### src/rtl/msi_dir_pkg.sv
package msi_dir_pkg;

    typedef enum logic [1:0] {
        LN_I  = 2'd0,
        LN_S  = 2'd1,
        LN_M  = 2'd2,
        LN_SD = 2'd3
    } line_st_e;

    typedef enum logic [1:0] {
        RQ_GETS = 2'd0,
        RQ_GETM = 2'd1,
        RQ_PUTS = 2'd2,
        RQ_PUTM = 2'd3
    } req_kind_e;

    typedef enum logic {
        CTL_IDLE = 1'b0,
        CTL_WALK = 1'b1
    } ctl_st_e;

endpackage

### src/rtl/msi_dir_popcnt.sv
module msi_dir_popcnt #(
    parameter int N     = 4,
    parameter int CNT_W = $clog2(N + 1)
) (
    input  logic [N-1:0]     vec,
    output logic [CNT_W-1:0] cnt
);
    always_comb begin
        cnt = '0;
        for (int i = 0; i < N; i++) begin
            cnt = cnt + CNT_W'(vec[i]);
        end
    end
endmodule

### src/rtl/msi_dir_walker.sv
module msi_dir_walker #(
    parameter int N    = 4,
    parameter int ID_W = $clog2(N)
) (
    input  logic            clk,
    input  logic            rst_n,
    input  logic            load,
    input  logic [N-1:0]    load_mask,
    output logic            busy,
    output logic            last,
    output logic [ID_W-1:0] pick
);
    logic [N-1:0] mask_q;
    logic [N-1:0] rest;

    assign rest = mask_q & (mask_q - N'(1));
    assign busy = |mask_q;
    assign last = busy && (rest == '0);

    // lowest set bit wins: scan downward so the last hit is the smallest index
    always_comb begin
        pick = '0;
        for (int i = N - 1; i >= 0; i--) begin
            if (mask_q[i]) pick = ID_W'(i);
        end
    end

    always_ff @(posedge clk or negedge rst_n) begin
        if (!rst_n)       mask_q <= '0;
        else if (load)    mask_q <= load_mask;
        else if (busy)    mask_q <= rest;
    end
endmodule

### src/rtl/msi_dir.sv
module msi_dir
    import msi_dir_pkg::*;
#(
    parameter int NUM_CACHES = 4,
    parameter int NUM_LINES  = 4,
    parameter int DATA_W     = 8,
    localparam int ID_W      = $clog2(NUM_CACHES),
    localparam int ADDR_W    = $clog2(NUM_LINES),
    localparam int CNT_W     = $clog2(NUM_CACHES + 1)
) (
    input  logic              clk,
    input  logic              rst_n,
    input  logic              req_valid,
    output logic              req_ready,
    input  logic [1:0]        req_kind,
    input  logic [ID_W-1:0]   req_src,
    input  logic [ADDR_W-1:0] req_addr,
    input  logic [DATA_W-1:0] req_data,
    input  logic              own_valid,
    input  logic [ADDR_W-1:0] own_addr,
    input  logic [DATA_W-1:0] own_data,
    output logic              dat_valid,
    output logic [ID_W-1:0]   dat_dst,
    output logic [ADDR_W-1:0] dat_addr,
    output logic [DATA_W-1:0] dat_data,
    output logic [CNT_W-1:0]  dat_acks,
    output logic              inv_valid,
    output logic [ID_W-1:0]   inv_dst,
    output logic [ADDR_W-1:0] inv_addr,
    output logic [ID_W-1:0]   inv_req,
    output logic              fwd_valid,
    output logic              fwd_getm,
    output logic [ID_W-1:0]   fwd_dst,
    output logic [ADDR_W-1:0] fwd_addr,
    output logic [ID_W-1:0]   fwd_req,
    output logic              pack_valid,
    output logic [ID_W-1:0]   pack_dst,
    output logic [ADDR_W-1:0] pack_addr
);
    // per-line directory tables and backing array
    line_st_e              ln_st  [NUM_LINES];
    logic [NUM_CACHES-1:0] ln_sh  [NUM_LINES];
    logic [ID_W-1:0]       ln_own [NUM_LINES];
    logic [DATA_W-1:0]     ln_mem [NUM_LINES];

    ctl_st_e ctl_q, ctl_d;

    req_kind_e             kind;
    line_st_e              sel_st;
    logic [NUM_CACHES-1:0] sel_sh, src_bit, own_bit, others;
    logic [ID_W-1:0]       sel_own;
    logic [DATA_W-1:0]     sel_mem;
    logic [CNT_W-1:0]      others_cnt;
    logic                  accept, own_hit;

    line_st_e              nx_st;
    logic [NUM_CACHES-1:0] nx_sh;
    logic [ID_W-1:0]       nx_own;
    logic                  mem_we, send_dat, send_fwd, fwd_m, send_pack, walk_load;
    logic [CNT_W-1:0]      acks_n;

    logic                  walk_busy, walk_last;
    logic [ID_W-1:0]       walk_pick;
    logic [ADDR_W-1:0]     walk_addr_q;
    logic [ID_W-1:0]       walk_req_q;

    assign kind    = req_kind_e'(req_kind);
    assign sel_st  = ln_st[req_addr];
    assign sel_sh  = ln_sh[req_addr];
    assign sel_own = ln_own[req_addr];
    assign sel_mem = ln_mem[req_addr];
    assign src_bit = NUM_CACHES'(1) << req_src;
    assign own_bit = NUM_CACHES'(1) << sel_own;
    assign others  = sel_sh & ~src_bit;

    assign req_ready = !own_valid && (ctl_q == CTL_IDLE) &&
                       !((sel_st == LN_SD) && ((kind == RQ_GETS) || (kind == RQ_GETM)));
    assign accept    = req_valid && req_ready;
    assign own_hit   = own_valid && (ln_st[own_addr] == LN_SD);

    msi_dir_popcnt #(.N(NUM_CACHES), .CNT_W(CNT_W)) u_cnt (
        .vec (others),
        .cnt (others_cnt)
    );

    msi_dir_walker #(.N(NUM_CACHES), .ID_W(ID_W)) u_walk (
        .clk       (clk),
        .rst_n     (rst_n),
        .load      (accept && walk_load),
        .load_mask (others),
        .busy      (walk_busy),
        .last      (walk_last),
        .pick      (walk_pick)
    );

    // per-request line transition and message selection
    always_comb begin
        nx_st     = sel_st;
        nx_sh     = sel_sh;
        nx_own    = sel_own;
        mem_we    = 1'b0;
        send_dat  = 1'b0;
        send_fwd  = 1'b0;
        fwd_m     = 1'b0;
        send_pack = 1'b0;
        walk_load = 1'b0;
        acks_n    = '0;
        unique case (sel_st)
            LN_I: begin
                unique case (kind)
                    RQ_GETS: begin send_dat = 1'b1; nx_sh = src_bit; nx_st = LN_S; end
                    RQ_GETM: begin send_dat = 1'b1; nx_own = req_src; nx_st = LN_M; end
                    RQ_PUTS, RQ_PUTM: send_pack = 1'b1;
                endcase
            end
            LN_S: begin
                unique case (kind)
                    RQ_GETS: begin send_dat = 1'b1; nx_sh = sel_sh | src_bit; end
                    RQ_GETM: begin
                        send_dat  = 1'b1;
                        acks_n    = others_cnt;
                        walk_load = |others;
                        nx_sh     = '0;
                        nx_own    = req_src;
                        nx_st     = LN_M;
                    end
                    RQ_PUTS, RQ_PUTM: begin
                        send_pack = 1'b1;
                        nx_sh     = others;
                        if (others == '0) nx_st = LN_I;
                    end
                endcase
            end
            LN_M: begin
                unique case (kind)
                    RQ_GETS: begin
                        send_fwd = 1'b1;
                        nx_sh    = src_bit | own_bit;
                        nx_own   = '0;
                        nx_st    = LN_SD;
                    end
                    RQ_GETM: begin send_fwd = 1'b1; fwd_m = 1'b1; nx_own = req_src; end
                    RQ_PUTS: send_pack = 1'b1;
                    RQ_PUTM: begin
                        send_pack = 1'b1;
                        if (req_src == sel_own) begin
                            mem_we = 1'b1;
                            nx_own = '0;
                            nx_st  = LN_I;
                        end
                    end
                endcase
            end
            LN_SD: begin
                if ((kind == RQ_PUTS) || (kind == RQ_PUTM)) begin
                    send_pack = 1'b1;
                    nx_sh     = others;
                end
            end
        endcase
    end

    always_comb begin
        ctl_d = ctl_q;
        unique case (ctl_q)
            CTL_IDLE: if (accept && walk_load) ctl_d = CTL_WALK;
            CTL_WALK: if (walk_last)           ctl_d = CTL_IDLE;
        endcase
    end

    // state register: controller state and directory tables
    always_ff @(posedge clk or negedge rst_n) begin
        if (!rst_n) begin
            ctl_q       <= CTL_IDLE;
            walk_addr_q <= '0;
            walk_req_q  <= '0;
            for (int i = 0; i < NUM_LINES; i++) begin
                ln_st[i]  <= LN_I;
                ln_sh[i]  <= '0;
                ln_own[i] <= '0;
                ln_mem[i] <= DATA_W'(i);
            end
        end else begin
            ctl_q <= ctl_d;
            if (accept) begin
                ln_st[req_addr]  <= nx_st;
                ln_sh[req_addr]  <= nx_sh;
                ln_own[req_addr] <= nx_own;
                if (mem_we) ln_mem[req_addr] <= req_data;
                if (walk_load) begin
                    walk_addr_q <= req_addr;
                    walk_req_q  <= req_src;
                end
            end else if (own_hit) begin
                ln_mem[own_addr] <= own_data;
                ln_st[own_addr]  <= (ln_sh[own_addr] != '0) ? LN_S : LN_I;
            end
        end
    end

    // output register: one message per cycle
    always_ff @(posedge clk or negedge rst_n) begin
        if (!rst_n) begin
            dat_valid  <= 1'b0; dat_dst  <= '0; dat_addr <= '0; dat_data <= '0; dat_acks <= '0;
            inv_valid  <= 1'b0; inv_dst  <= '0; inv_addr <= '0; inv_req  <= '0;
            fwd_valid  <= 1'b0; fwd_getm <= 1'b0; fwd_dst <= '0; fwd_addr <= '0; fwd_req <= '0;
            pack_valid <= 1'b0; pack_dst <= '0; pack_addr <= '0;
        end else begin
            dat_valid  <= accept && send_dat;
            dat_dst    <= req_src;
            dat_addr   <= req_addr;
            dat_data   <= sel_mem;
            dat_acks   <= acks_n;
            inv_valid  <= walk_busy;
            inv_dst    <= walk_pick;
            inv_addr   <= walk_addr_q;
            inv_req    <= walk_req_q;
            fwd_valid  <= accept && send_fwd;
            fwd_getm   <= fwd_m;
            fwd_dst    <= sel_own;
            fwd_addr   <= req_addr;
            fwd_req    <= req_src;
            pack_valid <= accept && send_pack;
            pack_dst   <= req_src;
            pack_addr  <= req_addr;
        end
    end
endmodule

### config.mk
export PLATFORM = sky130hd
export DESIGN_NAME = msi_dir
export DESIGN_NICKNAME = d
export VERILOG_FILES = /design/src/rtl/msi_dir_pkg.sv /design/src/rtl/msi_dir_popcnt.sv /design/src/rtl/msi_dir_walker.sv /design/src/rtl/msi_dir.sv
export SDC_FILE = /design/constraint.sdc
export NUM_CORES = 1
export LEC_CHECK = 0
export BUFFER_PORTS_ARGS = -buffer_cell sky130_fd_sc_hd__buf_2
export CORE_ASPECT_RATIO = 1.2
export CORE_MARGIN = 8
export CORE_UTILIZATION = 58
export CTS_BUF_LIST = sky130_fd_sc_hd__clkbuf_16
export DETAILED_ROUTE_END_ITERATION = 8
export MAX_ROUTING_LAYER = met4
export PLACE_DENSITY = 0.84
export SYNTH_ARGS = -nofsm -noshare
export SYNTH_HDL_FRONTEND = slang
export SYNTH_HIERARCHICAL = 1
export SYNTH_SLANG_ARGS = --single-unit
### constraint.sdc
create_clock -name clk -period 2.9 [get_ports clk]
set_clock_uncertainty 0.1 [all_clocks]
set_input_delay 0.29 -clock clk [delete_from_list [all_inputs] [get_ports clk]]
set_output_delay 0.29 -clock clk [all_outputs]
set_load 0.01 [all_outputs]
Word level (Yosys, flattened, before mapping)
Index checks and enable logic that the tools add are counted.
{ "classes": {"shift": 2, "n_addsub": 4, "n_eq_ne": 9, "div_mod_pow": 0, "n_lt_le_gt_ge": 4, "multipliers": 0, "n_reduce_logical": 31, "n_mux": 79, "n_bitwise": 8} }
{ "ops": {"columns": ["cell", "count"], "rows": [
  ["2-to-1 mux 32 bit", 3],
  ["bitwise mux 32 bit", 2],
  ["2-to-1 mux 8 bit", 6],
  ["2-to-1 mux 4 bit", 10],
  ["demux 8 bit (select 2 bit)", 2],
  ["2-to-1 mux 2 bit", 16],
  ["bitwise mux 8 bit", 3],
  ["binary-select mux 4 bit (select 2 bit)", 2],
  ["binary-select mux 8 bit (select 2 bit)", 1],
  ["bitwise mux 16 bit", 1],
  ["case mux 2 bit (2 select lines)", 4],
  ["case mux 4 bit (4 select lines)", 1],
  ["2-to-1 mux 1 bit", 15],
  ["binary-select mux 2 bit (select 2 bit)", 3],
  ["logical AND 1 bit", 12],
  ["case mux 2 bit (3 select lines)", 2],
  ["case mux 4 bit (3 select lines)", 1],
  ["== test 2 bit (second input constant)", 5],
  ["bitwise AND 4 bit", 2],
  ["demux 2 bit (select 2 bit)", 2],
  ["demux 4 bit (select 2 bit)", 1],
  ["zero test 4 bit", 2],
  ["bitwise OR 4 bit", 2],
  ["OR reduction 4 bit", 2],
  ["22 further kinds", 37]
]} }
{ "word_totals": {"inputBits": 28, "romBits": 0, "regBits": 101, "n_memories": 0, "output_inout_bits": 37, "wordCells": 170, "latch_bits": 0, "ramBits": 0} }

Longest topological paths before layout
{ "logic_depth": {"word_depth": 12, "ltp_mapped": 10} }

Modules after synthesis
Netlist, hierarchy kept.
{ "by_module_without_submodules": {"columns": ["mod", "seq_area_each_um2", "cells_each", "n_inst", "area_each_um2"], "rows": [
  ["msi_dir", 2432.3, 426, 1, 5048.6],
  ["msi_dir_walker", 100.1, 25, 1, 214.0],
  ["msi_dir_popcnt", 0.0, 8, 1, 63.8]
]} }

Worst setup path after synthesis
No wires, ideal clock.
{ "synth_path": {"path_kind": "input-to-reg", "from": "input port req_addr[1]", "to": "register dat_acks[1]", "t_required_ps": 2681, "path_slack_ps": 543, "arrival_ps": 2138, "setup_ps": 119, "path_stages": 10, "path_cell_list": "buf_2 > buf_2 > mux4_2 > and2_1 > inv_1 > fa_1 > inv_1 > ha_1 > ha_1 > and2_1"} }
{ "synth_rtl": {"columns": ["element", "line", "source"], "rows": [
  ["start, declared", "msi_dir.sv:17", "input logic [ADDR_W-1:0] req_addr,"],
  ["inverter 2 -> 3 bit (not written as such)", "msi_dir.sv:69", "assign sel_sh = ln_sh[req_addr];"],
  ["binary-select mux 4 bit (select 2 bit)", "msi_dir.sv:69", null],
  ["2-to-1 mux 4 bit (not written as such) (2 in a row)", "msi_dir.sv:69", null],
  ["bitwise AND 4 bit", "msi_dir.sv:74", "assign others = sel_sh & ~src_bit;"],
  ["via others[3]", "msi_dir.sv:50", "logic [NUM_CACHES-1:0] sel_sh, src_bit, own_bit, others;"],
  ["adder 3 x 1 -> 3 bit", "msi_dir_popcnt.sv:11", "cnt = cnt + CNT_W'(vec[i]);"],
  ["via others_cnt[1]", "msi_dir.sv:53", "logic [CNT_W-1:0] others_cnt;"],
  ["2-to-1 mux 3 bit", "msi_dir.sv:117", "unique case (kind)"],
  ["2-to-1 mux 3 bit", "msi_dir.sv:108", "unique case (sel_st)"],
  ["via acks_n[1]", "msi_dir.sv:60", "logic [CNT_W-1:0] acks_n;"],
  ["end signal, assigned", "msi_dir.sv:213", "dat_acks <= acks_n;"],
  ["end, declared", "msi_dir.sv:26", "output logic [CNT_W-1:0] dat_acks,"]
]} }
The timed path passes the listed nets, and every way through them passes these cells. The select of a mux whose other input is x is not followed.
A chain may end at the register's enable or synchronous reset.

Worst setup path in the final report
{ "layout_path": {"from": "register ln_st[7] (netlist bit)", "to": "register ln_mem[22] (netlist bit)"} }
{ "layout_via": {"elab_chain_cells": 10} }
{ "layout_lines": {"columns": ["element", "line", "source"], "rows": [
  ["start, declared", "msi_dir.sv:41", "line_st_e ln_st [NUM_LINES];"],
  ["start signal, assigned by index", "msi_dir.sv:186", "ln_st[req_addr] <= nx_st;"],
  ["start signal, assigned by index", "msi_dir.sv:196", "ln_st[own_addr] <= (ln_sh[own_addr] != '0) ? LN_S : LN_I;"],
  ["binary-select mux 2 bit (select 2 bit)", "msi_dir.sv:68", "assign sel_st = ln_st[req_addr];"],
  ["2-to-1 mux 2 bit (not written as such) (2 in a row)", "msi_dir.sv:68", null],
  ["== test 2 bit", "msi_dir.sv:77", "!((sel_st == LN_SD) && ((kind == RQ_GETS) || (kind == RQ_GETM)));"],
  ["logical AND 1 bit", "msi_dir.sv:77", null],
  ["zero test 1 bit", "msi_dir.sv:77", null],
  ["logical AND 1 bit", "msi_dir.sv:76", "assign req_ready = !own_valid && (ctl_q == CTL_IDLE) &&"],
  ["logical AND 1 bit", "msi_dir.sv:78", "assign accept = req_valid && req_ready;"],
  ["!= test 2 x 1 -> 1 bit (no source line) or nonzero test 2 bit (tied branches)", null, null],
  ["AND reduction 2 bit (no source line)", null, null],
  ["end signal, assigned by index", "msi_dir.sv:181", "ln_mem[i] <= DATA_W'(i);"],
  ["end signal, assigned by index", "msi_dir.sv:189", "if (mem_we) ln_mem[req_addr] <= req_data;"],
  ["end signal, assigned by index", "msi_dir.sv:195", "ln_mem[own_addr] <= own_data;"],
  ["end, declared", "msi_dir.sv:44", "logic [DATA_W-1:0] ln_mem [NUM_LINES];"]
]} }
Parallel ways exist; a longest one is shown, timed or not. The select of a mux whose other input is x is not followed.

==> qor.csv <==
metric,value,unit
outcome,completed,
grt_pass1_vias,4233,
fin_crit_sh,87.98,%
power_density,763.4,mW/mm^2
via_per_inst,6.437,
crit_fanout,14,
grt_max_degree,53,
ir_drop,374.6,uV
post_synth_xor_area_fraction,0.9396,%
clkSinkCount,101,
synth_area_leaders,"dfrtp_1 (46%), mux4_2 (7.6%), mux2_2 (5.5%), a22o_1 (5.3%), o21ai_0 (2.8%)",
drc,0,
cts.repair.resized,0,
first_pass_iters,6,
hold_viol,0,
power.leakage,2.939,nW
syn2layout_area_growth,14.02,%
synthCells,459,
drive_above_1_share,32.00,%
floorplan.initialDensity,59.27,%
synth_top_family_by_area,compound AO/OA/AOI/OAI gates,
ant_nets,0,
cts_buffers,9,
synth_edf_count,0,
die_w,103.5,microns
grtUsageTotal,22.78,%
cp-start-kind,flip-flop,
worstPathRequired,3.03,ns
cts_tree,built,
dpl.hpwl,9.388,mm
relSlewSlack,57.18,%
wl_per_cell,20.55,microns
core_area,0.008986,sq mm
rows,38,
num_vias,4152,
synth-seq-area-share,47.55,%
clockBufferDepth,2,
synth-compound-area-share,16.09,%
fin_nets,556,
endpoint_kind,flip-flop,
max_freq,392.0,MHz
synthSimpleGateAreaFrac,12.66,%
fp.dieH,121.0,microns
io_buffers,64,
p_total,0.004636,W
async_reset_ff_share,100.0,%
pre_cts_ws,0.05345,ns
routed_wl,13.25,mm
min_period,2.551,ns
synth_flop_cell,dfrtp_1,
synth_seq_cells,101,
place_congestion,0.9214,
clk_root_buffer_cell,clkbuf_16,
multiInputGateArea,0.002540,sq mm
grt_pass1_wl,21.24,mm
final_util,67.59,%
clk_pin_slew,0.07,ns
io_pins,65,
synth_fa_ha_area_share,2.020,%
synth.cell_area,0.005326,sq mm
clk_latency,0.35,ns
cap_violations,0,
tightest_slew,0.6423,ns
grt-ovfl-total,0,
ys_types,63,
synth_mux_area_share,15.97,%
n_fill_cell,637,
regArea,0.002532,sq mm
setup.worst_path.class,reg2reg,
rsz0062_at_grt,no,
die_area,0.01252,sq mm
yosysWarnings,6,
syn_avg_cell_area,11.60,sq um
slew_viol_final,0,
synth_largest_area_cell,dfrtp_1,
layout_commonest_cell,dfrtp_1,
layout_common_cells,"dfrtp_1 (97), buf_2 (63), nand2_1 (32), a22o_1 (32), o21ai_0 (30)",
drt_iter0_markers,384,
layout_setup_ws,0.3487,ns
worstPathArrival,2.68,ns
finalSetupViolCount,0,
synthesis.nets,495,
hold_class,in2reg,
antenna_found_initial,0,
htreeDepth,3,
synth_top_area_share,45.57,%
tns,0,ns
antennaDiodeCount,0,
-- kinds of logic (layout without fill, tap and decap cells) --
family,after synthesis,count (layout)
AOI/OAI and AO/OA,117,117
xor gates and xnor gates,4,4
adders and majority gates,8,8
buffers and inverters,48,114
DFF,101,101
muxes,55,55
and+or+nand+nor,126,126
-- repair_timing --
action                                 in CTS  in global routing
setup buffers                               0                  0
endpoints found under the hold margin      49                  0
hold buffers                                1                  0
-- final cells by class --
class	count	share of cell area [%]
Clock buffer	9	3.708
Sequential cell	101	41.70
Tap cell	120	2.472
Inverter	13	0.8035
Timing Repair Buffer	85	8.158
Multi-Input combinational cell	310	41.82
Clock inverter	7	1.339
-- critical path, cell delays in order (launching register included) --
cell and delay (ns):
dfrtp_1 0.41, mux4_2 0.62, a31o_2 0.36, and2_0 0.37, a22o_1 0.31, mux2_2 0.28
-- metal layers --
metal | wire length [microns] | GRT usage (%) | vias up
met2 | 6865 | 38.03 | 196
li1 | - | - | 1818
met5 | 0 | - | -
met1 | 5140 | 26.19 | 2100
met3 | 933 | 3.846 | 38
met4 | 312 | 9.791 | 0
-- state kept, by name, summed over array words and instances (netlist names) --
name and count:
ln_sh 16, inv_addr 2, pack_valid 1, dat_acks 3, inv_dst 2, u_walk/mask_q 4
ln_mem 32, pack_dst 2, ln_st 8, dat_data 8, walk_addr_q 2, walk_req_q 2
fwd_valid 1, inv_req 2, ln_own 8, pack_addr 2, inv_valid 1, dat_valid 1
ctl_q 1, fwd_dst 2, fwd_getm 1
-- stage by stage --
| stage | hold WS, ns | instance area [sq um] | instances |
|---|---|---|---|
| finish | 0.1247 | 6073 | 645 |
| global route | 0.1259 | 6073 | 645 |
| floorplan | -0.1056 | 5326 | 459 |
| global placement | 0.2443 | 5757 | 628 |
| CTS | 0.1063 | 6073 | 645 |
| detailed placement | 0.2465 | 5757 | 628 |
-- report_power, final --
part           internal [W]  switching, W  total [W]
Sequential          0.00174      0.000221    0.00196
Clock              0.000683      0.000547    0.00123
Combinational      0.000627      0.000817    0.00144
-- Yosys cell counts (all sizes together) (2+ instances only) --
cell     number
clkbuf        8
a21boi        6
nor3          8
mux2         36
o211ai        8
a21oi         9
and4          2
a22o         32
o2bb2ai       2
a31oi         5
nor2         20
o21ai        34
buf          27
nand2b        7
dfrtp        97
nand3        11
nand2        32
nor3b         3
ha            7
xnor2         3
and3          6
nor2b         8
dfstp         4
o22ai         2
nand3b        4
mux4         18
or4           5
or2           3
and2         10
o31ai         7
inv          12
nand4         3
-- final timing paths --
check | from | to | slack [ns] | cells past startpoint
min in group asynchronous | rst_n | inv_valid | 0.40 | 2
worst min register to register | walk_addr_q[1] | inv_addr[1] | 0.28 | 0
worst min-delay path | req_src[1] | pack_dst[1] | 0.12 | 1
max in group asynchronous | rst_n | ln_mem[1] | 1.56 | 3
worst max-delay path | ln_st[7] | ln_mem[22] | 0.35 | 5
worst max register to register | ln_st[7] | ln_mem[22] | 0.35 | 5
No activity file was read; power rests on OpenSTA's default activity.
